===== src/rtl/ptp_turnaround_adj.sv =====
module ptp_turnaround_adj #(
  parameter int SEC_BITS  = 4,
  parameter int NS_W      = 30,
  parameter int EGR_SEC_W = 32,
  parameter int CF_W      = 64,
  parameter int FRAC_BITS = 16,
  parameter logic [3:0] VERSION = 4'd2
) (
  input  logic                 clk,
  input  logic                 rst_n,
  input  logic                 start,
  input  logic                 ins_en,
  input  logic [7:0]           hdr_rsvd,
  input  logic [7:0]           hdr_version,
  input  logic [7:0]           hdr_domain,
  input  logic                 hdr_alt_master,
  input  logic [SEC_BITS-1:0]  ing_sec,
  input  logic [NS_W-1:0]      ing_ns,
  input  logic [EGR_SEC_W-1:0] egr_sec,
  input  logic [NS_W-1:0]      egr_ns,
  input  logic [CF_W-1:0]      cf_in,
  output logic [CF_W-1:0]      cf_out,
  output logic                 cf_valid
);

  localparam int TN_W = SEC_BITS + NS_W + 1;
  localparam int TC_W = TN_W + FRAC_BITS;
  localparam logic [NS_W:0]     NS_SEC_N = (NS_W+1)'(1000000000);
  localparam logic [TN_W-1:0]   NS_SEC_T = TN_W'(1000000000);
  localparam logic [CF_W-1:0]   CF_MAX   = {1'b0, {(CF_W-1){1'b1}}};

  logic                 gate;
  logic [SEC_BITS-1:0]  sec_raw, sec_d;
  logic [NS_W:0]        ns_raw, ns_fix;
  logic                 borrow;
  logic [TN_W-1:0]      turn_ns;
  logic [TC_W-1:0]      turn_cf;
  logic [CF_W:0]        sum;
  logic                 sat;
  logic [CF_W-1:0]      result;
  logic                 hdr_unused;

  assign hdr_unused = ^{hdr_rsvd[6:0], hdr_version[7:4], hdr_domain, hdr_alt_master,
                        egr_sec[EGR_SEC_W-1:SEC_BITS]};

  assign gate = ins_en && !hdr_rsvd[7] && (hdr_version[3:0] == VERSION);

  assign sec_raw = egr_sec[SEC_BITS-1:0] - ing_sec;
  assign ns_raw  = {1'b0, egr_ns} - {1'b0, ing_ns};
  assign borrow  = ns_raw[NS_W];
  assign sec_d   = sec_raw - SEC_BITS'(borrow);
  assign ns_fix  = borrow ? ns_raw + NS_SEC_N : ns_raw;

  assign turn_ns = TN_W'(sec_d) * NS_SEC_T + TN_W'(ns_fix[NS_W-1:0]);
  assign turn_cf = {turn_ns, {FRAC_BITS{1'b0}}};

  assign sum = {1'b0, cf_in} + (CF_W+1)'(turn_cf);
  assign sat = !cf_in[CF_W-1] && sum[CF_W-1];

  always_comb begin
    if (!gate || cf_in == CF_MAX) result = cf_in;
    else if (sat)                 result = CF_MAX;
    else                          result = sum[CF_W-1:0];
  end

  always_ff @(posedge clk or negedge rst_n) begin
    if (!rst_n) begin
      cf_out   <= '0;
      cf_valid <= 1'b0;
    end else begin
      cf_valid <= start;
      if (start) cf_out <= result;
    end
  end

  AST_VALID_AFTER_START: assert property (@(posedge clk) disable iff (!rst_n)
    start |=> cf_valid);
  AST_NO_VALID_WITHOUT_START: assert property (@(posedge clk) disable iff (!rst_n)
    !start |=> !cf_valid);
  AST_NO_OVERFLOW: assert property (@(posedge clk) disable iff (!rst_n)
    cf_valid && !$past(cf_in[CF_W-1]) |-> !cf_out[CF_W-1]);
  AST_NEVER_SHRINKS: assert property (@(posedge clk) disable iff (!rst_n)
    cf_valid |-> $signed(cf_out) >= $signed($past(cf_in)));
  AST_MAX_KEPT: assert property (@(posedge clk) disable iff (!rst_n)
    cf_valid && $past(cf_in) == CF_MAX |-> cf_out == CF_MAX);
  AST_DISABLED_PASS: assert property (@(posedge clk) disable iff (!rst_n)
    cf_valid && !$past(ins_en) |-> cf_out == $past(cf_in));
  AST_RSVD_PASS: assert property (@(posedge clk) disable iff (!rst_n)
    cf_valid && $past(hdr_rsvd[7]) |-> cf_out == $past(cf_in));
  AST_HOLD: assert property (@(posedge clk) disable iff (!rst_n)
    !start |=> $stable(cf_out));

endmodule


===== config.mk =====
export PLATFORM = sky130hd
export DESIGN_NAME = ptp_turnaround_adj
export DESIGN_NICKNAME = d
export VERILOG_FILES = /design/src/rtl/ptp_turnaround_adj.sv
export SDC_FILE = /design/constraint.sdc
export NUM_CORES = 1
export LEC_CHECK = 0
export ABC_AREA = 1
export BUFFER_PORTS_ARGS = -buffer_cell sky130_fd_sc_hd__buf_2
export CAP_MARGIN = 20
export CORE_MARGIN = 1
export CORE_UTILIZATION = 52
export CTS_CLUSTER_DIAMETER = 40
export DETAILED_ROUTE_END_ITERATION = 16
export HOLD_SLACK_MARGIN = 0.08
export PLACE_DENSITY_LB_ADDON = 0.1
export SYNTH_ARGS = -nofsm -noshare
export SYNTH_HDL_FRONTEND = slang
export SYNTH_SLANG_ARGS = --single-unit

===== constraint.sdc =====
create_clock -name clk -period 0.8 [get_ports clk]
set_input_delay 0.08 -clock clk [delete_from_list [all_inputs] [get_ports clk]]
set_output_delay 0.08 -clock clk [all_outputs]
set_load 0.01 [all_outputs]

==> results.txt, run 1 <==
Row count -> 53
Mean post-synth cell area -> 5.84 um^2
Starting Density -> 53.8%
Share of synthesized area occupied by flip-flops and latches -> 14.2%
Maximum buffer depth of the clock tree -> 2
CTS sink cnt -> 65
Post-Syn Area -> 11,400 um^2
Synth top area share -> 18.9%
DP Cell Count -> 2,941
Synth Instances -> 1,961
Post-synth top flop -> dfrtp_1
FFs w/ async S/R, synth -> 100%
Yosys top cell by area -> nand2_1
CTS HTree Levels -> 3
Input/output buffers -> 205
Kind of pin the worst path terminates on -> register data pin
HPWL after detailed placement -> 35.5 mm
Status -> aborted with a tool error
Top-count cell post-synth -> nand2_1
Die width -> 150 um
Top cells by area, synth -> nand2_1 19%, dfrtp_1 14%, ha_1 14%, inv_1 9.7%, nor2_1 9.2%
Worst Endpoint after GRT Repair -> cf_out[1]$_DFFE_PN0P_/D
Stop stage -> global routing (5_1_grt)
Yosys cell types -> 45
Stop Error -> [ERROR GRT-0232] Routing congestion too high. Check the congestion heatmap in the GUI.
Largest net degree at the start of global routing -> 66
Register bit total from synthesis -> 65
Total grt overflow -> 132
GP Congestion -> 1.02
Syn Nets -> 2,285
Top cells by count, synth -> 576 x nand2_1, 295 x inv_1, 280 x nor2_1
Clock root buffer -> clkbuf_16
Die H -> 150 um
Synthesis warning total -> 0
Post-synth EDFFs -> 0
GRT Util Overall -> 80.6%
Inserted Clock Buffers -> 9
I/O Pins -> 254
==> metal layers <==
metal | overflow | track usage (%)
met2 | 67 | 95.3
met1 | 4 | 80.1
met3 | 6 | 66.6
met5 | 0 | 50.7
met4 | 55 | 79.5
==> repair_timing <==
action	CTS
hold buffers	12
pin swaps	67
cloned	3
buffers inserted	41
endpoints found under the hold margin	76
resized for setup	163
setup endpoints to repair	129
==> kinds of logic after synthesis <==
logic type	Yosys count	synth area share (%)
AOI/OAI and AO/OA	293	14.3
and+or+nand+nor	1049	37.9
buffers and inverters	320	10.7
xor gates and xnor gates	99	7.58
adders and majority gates	135	15.3
DFF	65	14.2
==> metrics by stage <==
step                TNS (ns)  worst slack (ns)  hold WS, ns  instance area (um^2)
global placement     -444.56             -7.05        0.122                 16800
floorplan            -418.89             -6.68       -0.216                 11600
detailed placement   -466.62             -7.40        0.131                 16800
CTS                  -428.82             -6.61       0.0820                 18200
==> inputs of run 2 (changes only) <==
CORE_UTILIZATION = 40   (was 52)
CTS_CLUSTER_DIAMETER = default   (was 40)
HOLD_SLACK_MARGIN = default   (was 0.08)
PLACE_DENSITY_LB_ADDON = 0.15   (was 0.1)
clock period = 1 ns   (was 0.8 ns; I/O delays follow)
==> run 2 against run 1 <==
Against the previous run: the flow now finishes, with violations (setup timing); synthesized area stayed put; synthesized cell count unchanged.
==> results.txt, run 2 <==
Post-Syn Area -> 11,400 um^2 (unchanged)
Worst endpoint required time -> 1.26 ns
Top-count cell post-synth -> nand2_1 (unchanged)
Yosys cell types -> 45 (unchanged)
Die area -> 29,300 um^2
Core Region -> 27,900 um^2
Hold-critical path depth -> 4
Buffers and inverters on the worst path -> 12
DRC viols -> 0
Synth top area share -> 18.9% (unchanged)
Crit path arrival time -> 7.79 ns
Hold slack -> 0.0756 ns
Slowest CP cell -> fa_2
Mean post-synth cell area -> 5.84 um^2 (unchanged)
Commonest non-fill, non-tap cell in the layout -> buf_4
Post-DRT Antenna Nets -> 0
Register bit total from synthesis -> 65 (unchanged)
# setup viols final -> 70
Final Util -> 67.2%
Hold WC Path Type -> in -> reg
Syn Nets -> 2,285 (unchanged)
Worst Max-Slew Pin Slew -> 0.424 ns
Nets -> 3,083
Synthesis warning total -> 0 (unchanged)
RSZ-0062 raised after global routing -> yes
Top Registers -> cf_out x64, cf_valid x1
Critical path depth in cells -> 55
Share of synthesized area occupied by flip-flops and latches -> 14.2% (unchanged)
Post-place setup slack -> -7.21 ns (was -7.40 ns)
Fin crit share -> 752%
CTS tree -> yes
FFs w/ async S/R, synth -> 100% (unchanged)
Vias -> 15,400
Vias in the first global route -> 15,200
Top cells by count, synth -> 576 x nand2_1, 295 x inv_1, 280 x nor2_1 (unchanged)
Kind of critical path -> in -> reg
Max-Cap Viols -> 0
GP Congestion -> 0.974 (was 1.02)
WL/cell -> 13.9 um
Total grt overflow -> 0
Post-synth top flop -> dfrtp_1 (unchanged)
Maximum buffer depth of the clock tree -> 2 (unchanged)
DRT Pass-1 Iters -> 5
Vias/cell -> 4.89
Setup Skew -> 0 ns
Area Growth Syn to Fin -> 64.0%
Status -> complete, but fails checks (was aborted with a tool error)
Crit-path max FO -> 8
Hold Fails Final Rpt -> 0
HPWL after detailed placement -> 35.5 mm (about the same)
Failing checks -> setup timing
Clock root buffer -> clkbuf_16 (unchanged)
First-pass GRT wire length -> 69.8 mm
Share of cells above drive strength 1 -> 36.8%
Fmax -> 133 MHz
Worst setup margin -> -6.52 ns
Final Slew Violations -> 0
Final Critical Period -> 7.52 ns
Rel. slew slack -> 71.7%
FF-to-FF path depth -> 3
Antenna violations before repair -> 0
Max reg flops -> 64
Critical Path Sink Type -> flip-flop
Input/output buffers -> 205 (unchanged)
Synth Instances -> 1,961 (unchanged)
Inserted Clock Buffers -> 9 (unchanged)
First DRT Iteration DRCs -> 838
Skew-Pair Late Insertion Delay -> 0.33 ns
Die H -> 171 um (was 150 um)
Largest net degree at the start of global routing -> 66
GRT Util Overall -> 29.6%
Cell family with most CP delay -> adder cells
Die width -> 171 um (was 150 um)
Clk slew on worst S/H paths -> 0.06 ns
Post-synth EDFFs -> 0 (unchanged)
Starting Density -> 41.0% (was 53.8%)
DRT Wirelength -> 43.6 mm
Largest register by flop count -> cf_out
Top cells by area, synth -> nand2_1 19%, dfrtp_1 14%, ha_1 14%, inv_1 9.7%, nor2_1 9.2% (unchanged)
Ant diodes -> 0
Crit-path max cell delay -> 0.36 ns
CTS HTree Levels -> 3 (unchanged)
I/O Pins -> 254 (unchanged)
Yosys top cell by area -> nand2_1 (unchanged)
Startpoint types -> input pin
CTS sink cnt -> 65 (unchanged)
Most frequent cells in the layout -> 583 x buf_4, 542 x nand2_1, 283 x inv_1
Row count -> 61 (was 53)
-- run 2: final timing paths --
kind / startpoint / endpoint / slack [ns]
max: egr_ns[0] / cf_out[12]$_DFFE_PN0P_ / -6.52
min: cf_in[8] / cf_out[8]$_DFFE_PN0P_ / 0.08
max reg2reg: cf_out[30]$_DFFE_PN0P_ / cf_out[30]$_DFFE_PN0P_ / 0.16
min reg2reg: cf_out[50]$_DFFE_PN0P_ / cf_out[50]$_DFFE_PN0P_ / 0.47
max in group asynchronous: rst_n / cf_out[25]$_DFFE_PN0P_ / 0.36
min in group asynchronous: rst_n / cf_out[48]$_DFFE_PN0P_ / 0.34
-- run 2: cell families after synthesis --
kind of cell / Yosys count / synth area share, %
simple gates: 1049 / 37.9
flops: 65 / 14.2
xor+xnor: 99 / 7.58
compound gates: 293 / 14.3
fa+ha+maj: 135 / 15.3
buf+inv: 320 / 10.7
-- run 2: cell type report --
type                       instances  area [um^2]
clock buffer                       9          225
clock inverter                     7         80.1
fill                            2547         9160
inverter                         295         1120
multi-input combinational       1577         9480
sequential                        65         1630
tap                              378          473
timing repair buffer             811         5770
-- run 2: through the flow --
stage | instance area (um^2) | TNS [ns] | std cells
after CTS | 18300 | -400.25 | 3126
after global placement | 17100 | -440.34 | 3053
final | 18800 | -411.55 | 3142
after global routing | 18800 | -435.74 | 3142
after detailed placement | 17100 | -457.50 | 3053
after floorplan | 11600 | -407.37 | 1961
-- run 2: what timing repair did --
action                                 4_1_cts  5_1_grt
setup endpoints to repair                   71       74
buffers inserted                            54       22
gates cloned                                 2        0
endpoints found under the hold margin       65        0
resized for setup                          105      103
pin swaps                                   69       62
hold buffers                                 1        0
-- run 2: metal layers --
metal / routed length (um) / GRT usage, %
met3: 1630 / 2.01
met5: 0 / 0
met4: 1100 / 9.08
met2: 22300 / 56.7
met1: 18600 / 34.7
-- run 2: worst reg2reg max path, stage by stage, from the launching register on --
cell,delay (ns)
dfrtp_1,0.41
buf_4,0.15
nand2_1,0.06
o21ai_0,0.10
Power of run 2 is left out: the tool's default activity adds up to more than one toggle a clock period on the data nets, which glitch-free logic cannot reach.
==> inputs of run 3 (changes only) <==
CORE_UTILIZATION = 25   (was 40)
==> run 3 against run 2 <==
Against the previous run: the flow still finishes with violations (setup timing); setup slack improved by 0.087 ns; sequential share of layout area is 0.39 points lower; flip-flop and latch count unchanged; design area is 4.9% higher; maximum frequency increased by 1.2%; wire length is 9.4% higher; critical path depth down 2; critical path type unchanged; critical endpoint is now cf_out[15]$_DFFE_PN0P_; highest routed layer is now met5.
==> results.txt, run 3 (synthesized netlist as in run 2, its figures left out) <==
DRC viols -> 0 (unchanged)
# setup viols final -> 70 (unchanged)
Fmax -> 135 MHz (was 133 MHz)
Crit path arrival time -> 7.71 ns (was 7.79 ns)
Input/output buffers -> 205 (unchanged)
CTS HTree Levels -> 3 (unchanged)
Final Slew Violations -> 0 (unchanged)
HPWL after detailed placement -> 40.6 mm (was 35.5 mm)
Most frequent cells in the layout -> 612 x buf_4, 545 x nand2_1, 282 x inv_1 (was 583 x buf_4, 542 x nand2_1, 283 x inv_1)
Max-Cap Viols -> 0 (unchanged)
CTS sink cnt -> 65 (unchanged)
Rel. slew slack -> 55.6% (was 71.7%)
Clock root buffer -> clkbuf_16 (unchanged)
Kind of critical path -> in -> reg (unchanged)
Buffers and inverters on the worst path -> 10 (was 12)
Setup Skew -> 0 ns (unchanged)
Filler Cells Inserted -> 4,933 (was 2,547)
Max reg flops -> 64 (unchanged)
Critical path depth in cells -> 53 (was 55)
Vias in the first global route -> 15,200 (about the same)
DRT Wirelength -> 47.7 mm (was 43.6 mm)
Post-DRT Antenna Nets -> 0 (unchanged)
RSZ-0062 raised after global routing -> yes (unchanged)
Starting Density -> 25.3% (was 41.0%)
Startpoint types -> input pin (unchanged)
Vias/cell -> 4.43 (was 4.89)
Worst R2R Start -> cf_out[23]$_DFFE_PN0P_ (was cf_out[30]$_DFFE_PN0P_)
Antenna violations before repair -> 1 (was 0)
Ant diodes -> 0 (unchanged)
Maximum buffer depth of the clock tree -> 2 (unchanged)
Hold WC Path Type -> in -> reg (unchanged)
Worst Hold Path EP -> cf_out[8]$_DFFE_PN0P_ (unchanged)
Worst endpoint required time -> 1.28 ns (was 1.26 ns)
Inserted Clock Buffers -> 9 (unchanged)
Slowest CP cell -> ha_1 (was fa_2)
Worst setup margin -> -6.43 ns (was -6.52 ns)
Worst r2r dst -> cf_out[23]$_DFFE_PN0P_ (was cf_out[30]$_DFFE_PN0P_)
Commonest non-fill, non-tap cell in the layout -> buf_4 (unchanged)
Cell family with most CP delay -> adder cells (unchanged)
Largest register by flop count -> cf_out (unchanged)
Core Region -> 45,300 um^2 (was 27,900 um^2)
I/O Pins -> 254 (unchanged)
Top Registers -> cf_out x64, cf_valid x1 (unchanged)
Total grt overflow -> 0 (unchanged)
Die area -> 46,600 um^2 (was 29,300 um^2)
Share of cells above drive strength 1 -> 39.0% (was 36.8%)
Nets -> 3,118 (was 3,083)
DRT Pass-1 Iters -> 5 (unchanged)
Final cell count without fillers -> 3,399 (was 3,142)
Hold-critical path depth -> 4 (unchanged)
Failing checks -> setup timing (unchanged)
Vias -> 15,100 (was 15,400)
Row count -> 78 (was 61)
First DRT Iteration DRCs -> 612 (was 838)
Critical path origin -> ing_ns[5] (was egr_ns[0])
WL/cell -> 14.0 um (was 13.9 um)
CTS tree -> yes (unchanged)
Worst Max-Slew Pin Slew -> 0.665 ns (was 0.424 ns)
Die width -> 216 um (was 171 um)
Skew-Pair Late Insertion Delay -> 0.34 ns (was 0.33 ns)
Min-delay src -> cf_in[8] (unchanged)
Crit-path max FO -> 8 (unchanged)
Final Critical Period -> 7.43 ns (was 7.52 ns)
Fin crit share -> 743% (was 752%)
Die H -> 216 um (was 171 um)
FF-to-FF path depth -> 4 (was 3)
CP most frequent cell -> nand2_2
FF-to-FF setup slack -> 0.14 ns (was 0.16 ns)
Hold Fails Final Rpt -> 0 (unchanged)
GP Congestion -> 0.892 (was 0.974)
Status -> complete, but fails checks (unchanged)
GRT Util Overall -> 20.1% (was 29.6%)
Clk slew on worst S/H paths -> 0.06 ns (about the same)
Area Growth Syn to Fin -> 72.1% (was 64.0%)
First-pass GRT wire length -> 75.4 mm (was 69.8 mm)
Largest net degree at the start of global routing -> 41 (was 66)
Crit-path max cell delay -> 0.37 ns (was 0.36 ns)
Critical Path Sink Type -> flip-flop (unchanged)
DP Cell Count -> 3,310 (was 3,053)
==> run 3: cell types whose count changed in the layout (fill, tap and decap cells not counted), moves of 11 or more <==
cell	change
buf_2	-15
buf_4	+29
buf_6	+16
nor2_1	-31
nor2_4	+32
o21ai_0	-22
o21ai_1	+12
o21ai_2	+11
==> run 3: timing repair <==
item                                    CTS  global route
buffers inserted                         43            27
pin swaps                                76            67
hold buffers                              3             0
endpoints found under the setup margin   82           101
cloned                                    2             3
resized for setup                       139           178
hold endpoints to repair                 67             0
==> run 3: per-stage QoR <==
stage | setup TNS [ns] | instance area (um^2) | setup slack (ns) | util (%) | hold slack, ns
finish | -405.97 | 19700 | -6.43 | 43.5 | 0.0694
global route | -436.28 | 19700 | -6.90 | 43.5 | 0.0701
CTS | -408.84 | 18800 | -6.46 | 41.6 | 0.0579
detailed placement | -462.40 | 17600 | -7.30 | 38.9 | -0.00207
global placement | -453.18 | 17600 | -7.22 | 38.9 | -0.00689
floorplan | -407.37 | 11600 | -6.50 | - | -0.196
==> run 3: cell type report <==
class | count | area [um^2] | area share [%]
Tap cell | 600 | 751 | 3.81
Timing Repair Buffer | 845 | 6150 | 31.3
Inverter | 295 | 1120 | 5.70
Sequential cell | 65 | 1630 | 8.28
Clock buffer | 9 | 225 | 1.14
Clock inverter | 7 | 83.8 | 0.426
Multi-Input combinational cell | 1578 | 9720 | 49.4
==> run 3: tightest hold or removal path: cells and delay by family <==
| kind | cells | cell delay (ns) |
|---|---|---|
| buf+inv | 2 | 0.18 |
| simple gates | 2 | 0.09 |
==> run 3: worst max-delay path by stage <==
| stage | slack [ns] | to |
|---|---|---|
| floorplan | -6.50 | cf_out[3]$_DFFE_PN0P_ |
| global placement | -7.22 | cf_out[54]$_DFFE_PN0P_ |
| detailed placement | -7.30 | cf_out[14]$_DFFE_PN0P_ |
| CTS | -6.46 | cf_out[14]$_DFFE_PN0P_ |
| global route | -6.90 | cf_out[13]$_DFFE_PN0P_ |
| finish | -6.43 | cf_out[15]$_DFFE_PN0P_ |
==> run 3: metal layers <==
metal | track usage, % | wire [um] | up-vias
li1 | - | - | 7959
met1 | 24.3 | 21000 | 6814
met2 | 37.8 | 24200 | 236
met3 | 1.56 | 1250 | 56
met4 | 5.42 | 1200 | 2
met5 | 0 | 12 | -
Power of run 3 is left out for the same reason.
==> inputs of run 4 (changes only) <==
==> constraint.sdc (replaced) <==
create_clock -name clk -period 1 [get_ports clk]
set_input_delay 0.15 -clock clk [delete_from_list [all_inputs] [get_ports clk]]
set_output_delay 0.15 -clock clk [all_outputs]
set_load 0.01 [all_outputs]
==> run 4 against run 3 <==
Against the previous run: the flow still finishes with violations (setup timing); non-clock buffer count up 41; sequential share of layout area down 0.30 points; final cell count up 1.2%; design area up 3.8%; via count up 0.81%; global-route usage down 0.090 points; worst hold slack worse by 0.016 ns; flip-flop and latch count unchanged; setup slack worse by 0.056 ns; core utilization up 1.6 points.
==> results.txt, run 4 (synthesized netlist as in run 2, its figures left out) <==
Status -> complete, but fails checks (unchanged)
Failing checks -> setup timing (unchanged)
Clk slew on worst S/H paths -> 0.06 ns (about the same)
Final Util -> 45.1% (was 43.5%)
Vias/cell -> 4.42 (was 4.43)
CP most frequent cell -> nand2_2 (unchanged)
Row count -> 78 (unchanged)
Area Growth Syn to Fin -> 78.6% (was 72.1%)
Largest register by flop count -> cf_out (unchanged)
Design Area, Final -> 20,400 um^2 (was 19,700 um^2)
Hold WC Path Type -> in -> reg (unchanged)
Vias in the first global route -> 15,100 (was 15,200)
Fin crit share -> 749% (was 743%)
Commonest non-fill, non-tap cell in the layout -> buf_4 (unchanged)
First DRT Iteration DRCs -> 617 (was 612)
CTS sink cnt -> 65 (unchanged)
I/O Pins -> 254 (unchanged)
Maximum buffer depth of the clock tree -> 2 (unchanged)
GP Congestion -> 0.893 (was 0.892)
Most frequent cells in the layout -> 646 x buf_4, 536 x nand2_1, 276 x inv_1 (was 612 x buf_4, 545 x nand2_1, 282 x inv_1)
Nets -> 3,159 (was 3,118)
Setup Skew -> 0 ns (unchanged)
Total grt overflow -> 0 (unchanged)
CTS HTree Levels -> 3 (unchanged)
Hold Fails Final Rpt -> 0 (unchanged)
Die H -> 216 um (unchanged)
Startpoint types -> input pin (unchanged)
First-pass GRT wire length -> 74.9 mm (was 75.4 mm)
WL met3 -> 1.44 mm (was 1.25 mm)
Kind of critical path -> in -> reg (unchanged)
DP Cell Count -> 3,313 (was 3,310)
Worst Max-Slew Pin Slew -> 0.676 ns (was 0.665 ns)
Antenna violations before repair -> 2 (was 1)
M1 wire length -> 20.9 mm (was 21.0 mm)
Max-Cap Viols -> 0 (unchanged)
WL met2 -> 24.3 mm (was 24.2 mm)
HPWL after detailed placement -> 40.7 mm (was 40.6 mm)
DRT Pass-1 Iters -> 5 (unchanged)
CTS tree -> yes (unchanged)
Worst endpoint required time -> 1.28 ns (about the same)
Final cell count without fillers -> 3,440 (was 3,399)
DRT Wirelength -> 48.1 mm (was 47.7 mm)
Top Registers -> cf_out x64, cf_valid x1 (unchanged)
RSZ-0062 raised after global routing -> yes (unchanged)
Final Critical Period -> 7.49 ns (was 7.43 ns)
DRC viols -> 0 (unchanged)
Core Region -> 45,300 um^2 (unchanged)
Largest net degree at the start of global routing -> 41 (unchanged)
WL/cell -> 14.0 um (about the same)
Crit-path max FO -> 8 (unchanged)
Hold slack -> 0.0532 ns (was 0.0694 ns)
Crit-path max cell delay -> 0.38 ns (was 0.37 ns)
Post-DRT Antenna Nets -> 0 (unchanged)
# setup viols final -> 128 (was 70)
Input/output buffers -> 205 (unchanged)
Fmax -> 133 MHz (was 135 MHz)
GRT Util Overall -> 20.0% (was 20.1%)
Slowest CP cell -> ha_1 (unchanged)
Share of cells above drive strength 1 -> 41.9% (was 39.0%)
Clock root buffer -> clkbuf_16 (unchanged)
DP Area -> 17,600 um^2 (about the same)
Ant diodes -> 0 (unchanged)
Skew-Pair Late Insertion Delay -> 0.35 ns (was 0.34 ns)
Die width -> 216 um (unchanged)
Critical Path Sink Type -> flip-flop (unchanged)
Max reg flops -> 64 (unchanged)
Worst setup margin -> -6.49 ns (was -6.43 ns)
Starting Density -> 25.3% (unchanged)
Final Slew Violations -> 0 (unchanged)
Crit path arrival time -> 7.77 ns (was 7.71 ns)
Inserted Clock Buffers -> 9 (unchanged)
Uppermost routed layer -> met5 (unchanged)
Vias -> 15,200 (was 15,100)
Rel. slew slack -> 54.9% (was 55.6%)
Filler Cells Inserted -> 4,816 (was 4,933)
Die area -> 46,600 um^2 (unchanged)
==> run 4: stage by stage <==
step,setup WS (ns),setup TNS (ns)
finish,-6.49,-410.83
global placement,-7.24,-456.40
global route,-6.90,-438.50
CTS,-6.45,-411.71
detailed placement,-7.34,-466.34
floorplan,-6.55,-410.57
==> run 4: critical path, delay by kind of cell <==
family / cells / cell delay, ns
AOI/OAI and AO/OA: 10 / 1.65
xor gates and xnor gates: 4 / 0.62
adders and majority gates: 9 / 2.15
buffers and inverters: 10 / 0.88
and+or+nand+nor: 21 / 2.30
==> run 4: layout make-up <==
type / count / area, um^2 / area share, %
clock buffer: 10 / 239 / 1.17
clock inverter: 6 / 75.1 / 0.367
inverter: 295 / 1130 / 5.53
multi-input combinational: 1578 / 10100 / 49.2
sequential: 65 / 1630 / 7.98
tap: 600 / 751 / 3.67
timing repair buffer: 886 / 6550 / 32.0
==> run 4: what timing repair did <==
action / 4_1_cts / 5_1_grt
hold buffers: 1 / 0
resized for setup: 136 / 277
hold endpoints to repair: 30 / 0
pin swaps: 74 / 114
cloned: 2 / 3
setup endpoints to repair: 129 / 129
buffers inserted: 61 / 51
==> run 4: final timing paths <==
path	cells past startpoint	start	endpoint	slack, ns
hold reg to reg	2	cf_out[47]$_DFFE_PN0P_	cf_out[47]$_DFFE_PN0P_	0.49
max in group asynchronous	3	rst_n	cf_out[34]$_DFFE_PN0P_	0.23
setup reg to reg	4	cf_out[54]$_DFFE_PN0P_	cf_out[54]$_DFFE_PN0P_	0.10
hold / removal	3	cf_in[13]	cf_out[13]$_DFFE_PN0P_	0.05
setup / recovery	54	egr_ns[0]	cf_out[13]$_DFFE_PN0P_	-6.49
min in group asynchronous	2	rst_n	cf_out[4]$_DFFE_PN0P_	0.21
==> run 4: metal layers <==
layer	global-route usage, %	vias to the layer above
li1	-	8030
met4	5.68	4
met2	37.5	255
met5	0	-
met3	1.78	69
met1	24.1	6831
Power of run 4 is left out for the same reason.
